File: src/rtl/refill_pkg.sv
package refill_pkg;
  typedef enum logic [1:0] {
    ST_IDLE    = 2'd0,
    ST_REQUEST = 2'd1,
    ST_FILL    = 2'd2,
    ST_DONE    = 2'd3
  } refill_state_e;
endpackage

File: src/rtl/refill_order_gen.sv
// Beat sequencer: word index of the current beat, wrapping at the block end.
module refill_order_gen #(
  parameter int WORDS = 8,
  parameter int OFF_W = $clog2(WORDS)
) (
  input  logic             clk,
  input  logic             rst,
  input  logic             load,
  input  logic [OFF_W-1:0] start_off,
  input  logic             advance,
  output logic [OFF_W-1:0] cur_idx,
  output logic             last_beat
);
  localparam logic [OFF_W-1:0] LAST = OFF_W'(WORDS - 1);

  logic [OFF_W-1:0] beat_cnt;

  always_ff @(posedge clk) begin
    if (rst) begin
      cur_idx  <= '0;
      beat_cnt <= '0;
    end else if (load) begin
      cur_idx  <= start_off;
      beat_cnt <= '0;
    end else if (advance) begin
      cur_idx  <= (cur_idx == LAST) ? '0 : cur_idx + 1'b1;
      beat_cnt <= (beat_cnt == LAST) ? '0 : beat_cnt + 1'b1;
    end
  end

  assign last_beat = (beat_cnt == LAST);
endmodule

File: src/rtl/refill_line_buf.sv
// Line buffer: word storage with synchronous read plus a per-word received mask.
module refill_line_buf #(
  parameter int WORDS  = 8,
  parameter int WORD_W = 32,
  parameter int OFF_W  = $clog2(WORDS)
) (
  input  logic              clk,
  input  logic              rst,
  input  logic              clear,
  input  logic              wr_en,
  input  logic [OFF_W-1:0]  wr_idx,
  input  logic [WORD_W-1:0] wr_data,
  input  logic              rd_en,
  input  logic [OFF_W-1:0]  rd_idx,
  output logic [WORD_W-1:0] rd_data,
  output logic [WORDS-1:0]  filled
);
  logic [WORD_W-1:0] store [WORDS];

  always_ff @(posedge clk) begin
    if (wr_en) store[wr_idx] <= wr_data;
    if (rd_en) rd_data <= store[rd_idx];
  end

  for (genvar g = 0; g < WORDS; g++) begin : g_mask
    always_ff @(posedge clk) begin
      if (rst || clear)
        filled[g] <= 1'b0;
      else if (wr_en && wr_idx == OFF_W'(g))
        filled[g] <= 1'b1;
    end
  end

  // a buffer read only ever targets a word already received
  a_r8_read_filled: assert property (@(posedge clk) disable iff (rst)
    rd_en |-> filled[rd_idx]);
endmodule

File: src/rtl/cwf_refill_ctrl.sv
module cwf_refill_ctrl #(
  parameter int BLK_W  = 26,
  parameter int WORD_W = 32,
  parameter int WORDS  = 8,
  localparam int OFF_W = $clog2(WORDS)
) (
  input  logic              clk,
  input  logic              rst,
  input  logic              cwf_mode,
  input  logic              miss_valid,
  output logic              miss_ready,
  input  logic [BLK_W-1:0]  miss_block,
  input  logic [OFF_W-1:0]  miss_offset,
  output logic              mem_req_valid,
  output logic [BLK_W-1:0]  mem_req_block,
  output logic [OFF_W-1:0]  mem_req_start,
  input  logic              mem_rvalid,
  input  logic [WORD_W-1:0] mem_rdata,
  output logic              cpu_rvalid,
  output logic [WORD_W-1:0] cpu_rdata,
  output logic              line_we,
  output logic [OFF_W-1:0]  line_idx,
  output logic [WORD_W-1:0] line_wdata,
  output logic [BLK_W-1:0]  line_block,
  output logic              line_done
);
  import refill_pkg::*;

  refill_state_e     st;
  logic [BLK_W-1:0]  blk_q;
  logic [OFF_W-1:0]  crit_q;
  logic [OFF_W-1:0]  start_q;
  logic [OFF_W-1:0]  ord_idx;
  logic              ord_last;
  logic [WORDS-1:0]  filled;
  logic [WORD_W-1:0] buf_rd;
  logic [WORD_W-1:0] crit_data_q;
  logic              cpu_src_q;

  logic             busy, accept_new, beat, crit_beat, same_blk, hit_ok, buf_hit;
  logic [OFF_W-1:0] start_sel;

  assign busy       = (st != ST_IDLE);
  assign accept_new = (st == ST_IDLE) && miss_valid;
  assign beat       = (st == ST_FILL) && mem_rvalid;
  assign crit_beat  = beat && (ord_idx == crit_q);
  assign same_blk   = (miss_block == blk_q);
  assign hit_ok     = busy && same_blk && filled[miss_offset] && !crit_beat;
  assign buf_hit    = miss_valid && hit_ok;
  assign miss_ready = (st == ST_IDLE) || hit_ok;
  assign start_sel  = cwf_mode ? miss_offset : '0;

  refill_order_gen #(.WORDS(WORDS), .OFF_W(OFF_W)) u_order (
    .clk       (clk),
    .rst       (rst),
    .load      (accept_new),
    .start_off (start_sel),
    .advance   (beat),
    .cur_idx   (ord_idx),
    .last_beat (ord_last)
  );

  refill_line_buf #(.WORDS(WORDS), .WORD_W(WORD_W), .OFF_W(OFF_W)) u_buf (
    .clk     (clk),
    .rst     (rst),
    .clear   (accept_new),
    .wr_en   (beat),
    .wr_idx  (ord_idx),
    .wr_data (mem_rdata),
    .rd_en   (buf_hit),
    .rd_idx  (miss_offset),
    .rd_data (buf_rd),
    .filled  (filled)
  );

  always_ff @(posedge clk) begin
    if (rst) begin
      st <= ST_IDLE;
    end else begin
      unique case (st)
        ST_IDLE:    if (miss_valid) st <= ST_REQUEST;
        ST_REQUEST: st <= ST_FILL;
        ST_FILL:    if (beat && ord_last) st <= ST_DONE;
        default:    st <= ST_IDLE;
      endcase
    end
  end

  always_ff @(posedge clk) begin
    if (rst) begin
      blk_q   <= '0;
      crit_q  <= '0;
      start_q <= '0;
    end else if (accept_new) begin
      blk_q   <= miss_block;
      crit_q  <= miss_offset;
      start_q <= start_sel;
    end
  end

  always_ff @(posedge clk) begin
    if (rst) begin
      cpu_rvalid  <= 1'b0;
      cpu_src_q   <= 1'b0;
      crit_data_q <= '0;
      line_we     <= 1'b0;
      line_idx    <= '0;
      line_wdata  <= '0;
      line_done   <= 1'b0;
    end else begin
      cpu_rvalid <= crit_beat || buf_hit;
      if (crit_beat) begin
        cpu_src_q   <= 1'b0;
        crit_data_q <= mem_rdata;
      end else if (buf_hit) begin
        cpu_src_q <= 1'b1;
      end
      line_we <= beat;
      if (beat) begin
        line_idx   <= ord_idx;
        line_wdata <= mem_rdata;
      end
      line_done <= (st == ST_DONE);
    end
  end

  assign cpu_rdata     = cpu_src_q ? buf_rd : crit_data_q;
  assign mem_req_valid = (st == ST_REQUEST);
  assign mem_req_block = blk_q;
  assign mem_req_start = start_q;
  assign line_block    = blk_q;

  // fetch request lasts one cycle and follows an accepted idle miss
  a_r3_req_one_cycle: assert property (@(posedge clk) disable iff (rst)
    mem_req_valid |=> !mem_req_valid);
  a_r3_req_after_accept: assert property (@(posedge clk) disable iff (rst)
    mem_req_valid |-> $past(miss_valid && miss_ready && st == ST_IDLE));
  // a foreign block is never accepted while a fill is busy
  a_r2_hold_foreign: assert property (@(posedge clk) disable iff (rst)
    (busy && miss_valid && !same_blk) |-> !miss_ready);
  // a line write only follows a beat taken while filling
  a_r4_we_from_fill: assert property (@(posedge clk) disable iff (rst)
    line_we |-> $past(st == ST_FILL && mem_rvalid));
  // completion comes straight after a line write
  a_r7_done_after_write: assert property (@(posedge clk) disable iff (rst)
    line_done |-> $past(line_we));
  // forwarded word equals the beat seen one cycle earlier
  a_r5_crit_data: assert property (@(posedge clk) disable iff (rst)
    (cpu_rvalid && !cpu_src_q) |-> cpu_rdata == $past(mem_rdata));
endmodule

File: config.mk
export PLATFORM = sky130hd
export DESIGN_NAME = cwf_refill_ctrl
export DESIGN_NICKNAME = d
export VERILOG_FILES = /design/src/rtl/refill_pkg.sv /design/src/rtl/refill_order_gen.sv /design/src/rtl/refill_line_buf.sv /design/src/rtl/cwf_refill_ctrl.sv
export SDC_FILE = /design/constraint.sdc
export NUM_CORES = 1
export LEC_CHECK = 0
export BUFFER_PORTS_ARGS = -buffer_cell sky130_fd_sc_hd__buf_2
export CORE_MARGIN = 3
export CORE_UTILIZATION = 58
export DETAILED_ROUTE_END_ITERATION = 10
export GPL_ROUTABILITY_DRIVEN = 1
export GPL_TIMING_DRIVEN = 0
export PLACE_DENSITY = 0.84
export SLEW_MARGIN = 20
export SYNTH_ARGS = -nofsm -noshare
export SYNTH_HDL_FRONTEND = slang
export SYNTH_SLANG_ARGS = --single-unit
File: constraint.sdc
create_clock -name clk -period 4.9 [get_ports clk]
set_input_delay 0.245 -clock clk [delete_from_list [all_inputs] [get_ports clk]]
set_output_delay 0.245 -clock clk [all_outputs]
set_load 0.05 [all_outputs]
==> results.toml, run 1 <==
[logic_synthesis]
synthAdderAreaFrac_pct = 0.936
synth_seq_cells = 407
synth_edf_count = 288
async_flop_share_pct = 0
synth_top_family_by_area = "multiplexers"
synthTopCellsByArea = "edfxtp_1 (54%), dfxtp_1 (15%), mux4_2 (6.5%)"
synthesis.nets = 1129
synth_top_area_cell = "edfxtp_1"
synthMuxAreaShare_pct = 15.0
synth.yosys.seq_area_share_pct = 68.7
synth.top_cell.area_share_pct = 53.9
postSynthAreaPerCell_um2 = 15.3
synth_cell_types = 37
synth-simple-area-share_pct = 6.39
ys.warnings.count = 0
synth_top_flop_cell = "edfxtp_1"
synth_compound_area_share_pct = 3.82
synthCells = 1051
syn_area_mm2 = 0.0160
synth_xor_area_share_pct = 1.58

[floorplanning]
coreArea_mm2 = 0.0271
ios = 193
dieArea_mm2 = 0.0297
die-width_um = 172
initial_core_util_pct = 59.2
die_h_um = 172
rows = 60

[sta]
fmax_ghz = 0.329
hold_violations = 0
setup_viol = 0
clock_skew_ns = 0.0291
slew_violations = 0
max_slew_margin_pct = 27.0
min_period_ns = 3.04
setup_tns_ns = 0
finalCritPeriodShare_pct = 62.1
tightest_slew_ns = 1.10
rsz0062_at_grt = "no"

[drt]
drt-initial-drc-count = 924
vias = 10200
ant_nets = 0
wl_per_cell_um = 23.9
drc_errors = 0
viasPerCell = 5.88
first_pass_iters = 5
wl_mm = 41.6

[cells_and_area]
area_delta_synth_final_pct = 21.0
layout.nets = 1412
n_fill_cell = 1605
num_antenna_cells = 0
drive_above_1_share_pct = 33.2
final_cell_area_mm2 = 0.0194
finalNonFillerCells = 1739

[hold_path]
holdCritPathClass = "input port to flip-flop"

[power]
p_total_mw = 8.81
ir_drop_v = 0.000312
cellLeakagePower_nw = 7.27
powerDensity_mw_per_mm2 = 454

[clocking]
cts_made_buffers = 41
cts_tree = "yes"
clock_sinks = 407
cts.clk_slew.worst_paths_ns = 0.06
cts-root-buf = "clkbuf_16"
postCtsSetupBuffers = 0
ctsHoldBuffers = 25
cts_buffer_depth = 3
clkLatencyLatePin_ns = 0.54
htree_levels = 2
cts_resized = 0

[place]
io_buffers = 189
place_area_mm2 = 0.0178
dp_hpwl_mm = 25.6
dp_cells = 1638
place.gp.congestion = 0.805

[setup_path]
critPathArrivalTime_ns = 3.29
endpoint_kind = "flip-flop"
crit_fanout = 10
start_kind = "flip-flop"
worstPathRequired_ns = 5.15
critPathKind = "flip-flop to flip-flop"

[global_route]
grt_max_degree = 21
grt_antenna_before_repair = 1
grt_pass1_wl_mm = 62.5
grt_pass1_vias = 10500
grt.total_usage_pct = 28.4
grt_overflow = 0

[status]
status = "complete, no violations"

[job]
drv_cap = 0
cell usage in the layout, fill, tap and decap left out, types with 3 or more instances in the layout:
master	instances
mux4_2	46
a31oi_1	3
mux4_1	20
clkinvlp_4	4
nor3_2	4
clkinv_1	5
clkbuf_1	39
mux2_4	27
ha_1	12
nor3_1	3
buf_12	6
buf_2	211
nand3_1	3
nand2_1	208
edfxtp_1	288
nor2_4	3
mux2_2	37
xor2_1	10
inv_1	7
dfxtp_1	119
nor2_1	14
clkinv_2	10
dlygate4sd3_1	25
xnor2_1	19
clkbuf_16	43
nand4_1	5
buf_6	4
bufinv_16	5
buf_4	42
a21oi_1	112
nor4_1	3
cell usage after synthesis, drive strengths merged (4+ instances only):
master and number:
nor2 17, nor4 4, dfxtp 119, mux4 66, nand4 6, mux2 64
clkbuf 37, nor3 7, nand2 208, xor2 10, a21oi 112, inv 8
edfxtp 288, ha 12, xnor2 19, buf 52
worst max-delay path: stages (launching register included):
cell,delay (ns)
dfxtp_1,0.34
inv_1,0.10
ha_1,0.23
and2_1,0.14
clkbuf_1,0.17
buf_2,0.28
nand2_1,0.28
nor3_2,0.57
buf_4,0.31
buf_6,0.18
buf_6,0.16
final cells by class:
cell class,count,area [um^2],area share [%]
sequential,407,11000,56.8
multi-input combinational,547,4500,23.2
inverter,8,30.0,0.155
buffer,89,541,2.78
clock inverter,27,275,1.42
clock buffer,49,1120,5.76
tap,372,465,2.40
timing repair buffer,240,1460,7.50
metrics by stage:
| step | util [%] | hold slack (ns) | setup slack (ns) |
|---|---|---|---|
| 3_5_place_dp | 65.6 | 0.443 | 1.96 |
| 3_3_place_gp | 64.4 | 0.439 | -2.87 |
| 5_1_grt | 71.6 | 0.0126 | 1.72 |
| 6_report | 71.6 | 0.0168 | 1.86 |
| 2_1_floorplan | - | 0.344 | 0.358 |
| 4_1_cts | 71.6 | 0.000612 | 1.83 |
where the power goes:
part	total [mW]	switching [mW]	internal, mW
Clock	3.22	1.32	1.90
Combinational	1.63	1.15	0.479
Sequential	3.96	0.108	3.85
Total	8.81	2.58	6.23
metal layers:
layer,track usage (%),vias up,share of wire (%)
met5,0,-,0.031
met4,10.2,2,3.1
met3,4.98,106,8.3
met2,49.5,590,52
met1,36.2,5104,36
li1,-,4425,-
state kept, by name, indices dropped and copies added (netlist names), 2 cells and up:
name              flops
crit_data_q          32
crit_q                3
line_block           26
line_idx              3
line_wdata           32
mem_req_start         3
st                    2
u_buf.filled          8
u_buf.rd_data        32
u_buf.store         256
u_order.beat_cnt      3
u_order.cur_idx       3
final timing paths:
check / startpoint / end / slack [ns] / cells after the start
hold / removal: miss_block[5] / line_block[5] / 0.02 / 3
setup reg to reg: st[0] / u_buf.store[4][12] / 1.86 / 10
setup / recovery: st[0] / u_buf.store[4][12] / 1.86 / 10
hold reg to reg: line_wdata[20] / line_wdata[20] / 0.45 / 2
cell families (layout without fill, tap and decap cells):
group,after synthesis,after routing
muxes,132,132
and+or+nand+nor,254,254
DFF,407,407
buffers and inverters,97,413
xor gates and xnor gates,29,29
AOI/OAI and AO/OA,120,120
adders and majority gates,12,12
(Power assumes the default switching activity.)
==> run 2, diff against run 1 <==
==> constraint.sdc (replaced) <==
create_clock -name clk -period 2.8 [get_ports clk]
set_input_delay 0.14 -clock clk [delete_from_list [all_inputs] [get_ports clk]]
set_output_delay 0.14 -clock clk [all_outputs]
set_load 0.05 [all_outputs]
==> run 2 against run 1 <==
  * Global-route usage shrank 0.94 points
  * Clock power grew 80%
  * Hold slack gained 0.015 ns
  * First-iteration DRC count grew 24%
  * Maximum frequency grew 12%
  * Worst setup slack lost 1.8 ns
  * Total power grew 78%
  * Register-to-register slack lost 1.8 ns
  * Clock skew shrank 0.0024 ns
  * Die area is the same
  * Final cell count grew 2.1%
  * Sequential cell count is the same
  * Largest cell class unchanged
  * Largest power group unchanged
  * Highest routed layer is now met4
==> results.toml, run 2 (synthesized netlist as in run 1, its figures left out) <==
[setup_path]
start_kind = "flip-flop"
rr_endpoint = "u_buf.store[4][10]"
endpoint_kind = "flip-flop"
crit_fanout = 11
worstSetupStartpoint = "u_order.cur_idx[2]"
reg2reg_from = "u_order.cur_idx[2]"
critPathKind = "flip-flop to flip-flop"
r2r_slack_ns = 0.08
critPathArrivalTime_ns = 2.96
timing.critical_path.to = "u_buf.store[4][10]"
r2r_cells = 5
worstPathRequired_ns = 3.04

[drt]
vias = 10500
drc_errors = 0
viasPerCell = 5.89
first_pass_iters = 6
wl_mm = 42.2
drt-initial-drc-count = 1146
ant_nets = 0
wl_per_cell_um = 23.8

[sta]
finalCritPeriodShare_pct = 97.3
min_period_ns = 2.72
slew_violations = 0
setup_viol = 0
rsz0062_at_grt = "no"
fmax_ghz = 0.367
hold_violations = 0
max_slew_margin_pct = 31.4
clock_skew_ns = 0.0267
tightest_slew_ns = 1.03

[cells_and_area]
layout.nets = 1448
drive_above_1_share_pct = 32.7
seqCellArea_mm2 = 0.0110
multi_input_area_mm2 = 0.00453
layout_commonest_cell = "edfxtp_1"
finalNonFillerCells = 1776
n_fill_cell = 1515
largest_reg_flops = 256
utilization_pct = 73.5
final_cell_mix = "edfxtp_1 (288), nand2_1 (208), buf_2 (206)"
largest_register = "u_buf.store"
area_delta_synth_final_pct = 24.1

[global_route]
grt_antenna_before_repair = 1
grt_pass1_wl_mm = 60.9
grt.total_usage_pct = 27.5
grt_max_degree = 22
grt_pass1_vias = 10500
grt_overflow = 0

[place]
dp_hpwl_mm = 26.1
io_buffers = 189
place.gp.congestion = 0.832
dp_cells = 1633

[power]
ir_drop_v = 0.000602
cellLeakagePower_nw = 7.47
p_total_mw = 15.7
powerDensity_mw_per_mm2 = 789

[clocking]
cts-root-buf = "clkbuf_16"
clock_sinks = 407
clkLatencyLatePin_ns = 0.55
htree_levels = 2
cts.clk_slew.worst_paths_ns = 0.06
cts_tree = "yes"
cts_made_buffers = 41
cts_buffer_depth = 3

[floorplanning]
coreArea_mm2 = 0.0271
ios = 193
dieArea_mm2 = 0.0297
die_h_um = 172
rows = 60
initial_core_util_pct = 59.2
die-width_um = 172

[status]
status = "complete, no violations"

[hold_path]
holdCritPathClass = "input port to flip-flop"

[job]
drv_cap = 0
-- run 2: cell count changes in the layout (fill, tap and decap cells not counted), sizes merged --
cell / before / now
clkinvlp: 4 / 1
diode: 0 / 1
inv: 9 / 10
buf: 267 / 270
bufinv: 5 / 6
clkbuf: 86 / 89
dlygate4sd3: 25 / 59
clkinv: 17 / 14
-- run 2: final cells by class --
type	instances	share of cell area [%]
flip-flops and latches	407	55.4
multi-input cells	547	22.7
repair buffers	277	9.35
clock buffers	53	5.88
plain buffers	88	2.70
well taps	372	2.34
clock inverters	23	1.46
inverters	8	0.151
diodes	1	0.0126
-- run 2: power by group --
part | total (mW) | switching, mW | internal, mW
clock | 5.80 | 2.28 | 3.52
combinational | 2.97 | 2.08 | 0.886
sequential | 6.94 | 0.200 | 6.74
total | 15.7 | 4.57 | 11.1
-- run 2: per-layer routing --
metal  wire length [um]  GRT usage (%)  vias to the layer above
met4               1560           11.0                        0
li1                   -              -                     4505
met2              21700           47.3                      660
met5                  0              0                        -
met1              15600           34.9                     5160
met3               3400           5.01                      132
-- run 2: timing repair --
action	CTS	global route
setup buffers	1	7
gates resized for setup	1	4
setup endpoints to repair	25	130
hold endpoints to repair	352	0
pin swaps	1	5
hold buffers	59	0
-- run 2: worst min-delay path by stage --
stage                        start  cells after the start  slack, ns                end
finish                  miss_valid                      3       0.03         cpu_rvalid
global route            miss_valid                      3       0.02         cpu_rvalid
CTS                     miss_valid                      3      0.007         cpu_rvalid
detailed placement  miss_block[20]                      3       0.41     line_block[20]
global placement    miss_block[18]                      3       0.40     line_block[18]
floorplan             mem_rdata[0]                      0       0.24  u_buf.store[0][0]
-- run 2: critical path: stages (launching register included) --
cell and delay [ns]:
dfxtp_1 0.40, clkbuf_1 0.68, nand2_1 0.53, nor3_4 0.42
buf_16 0.20, buf_8 0.17
-- run 2: stage by stage --
| step | setup TNS (ns) | hold slack (ns) | setup WS [ns] | instance area, um^2 |
|---|---|---|---|---|
| after global placement | -590.03 | 0.397 | -3.20 | 17500 |
| final | 0 | 0.0322 | 0.0769 | 19900 |
| after global routing | 0 | 0.0220 | 0.0167 | 19900 |
| after floorplan | -119.45 | 0.239 | -0.906 | 16100 |
| after detailed placement | -2.43 | 0.406 | -0.194 | 17800 |
| after CTS | 0 | 0.00738 | 0.0202 | 19800 |
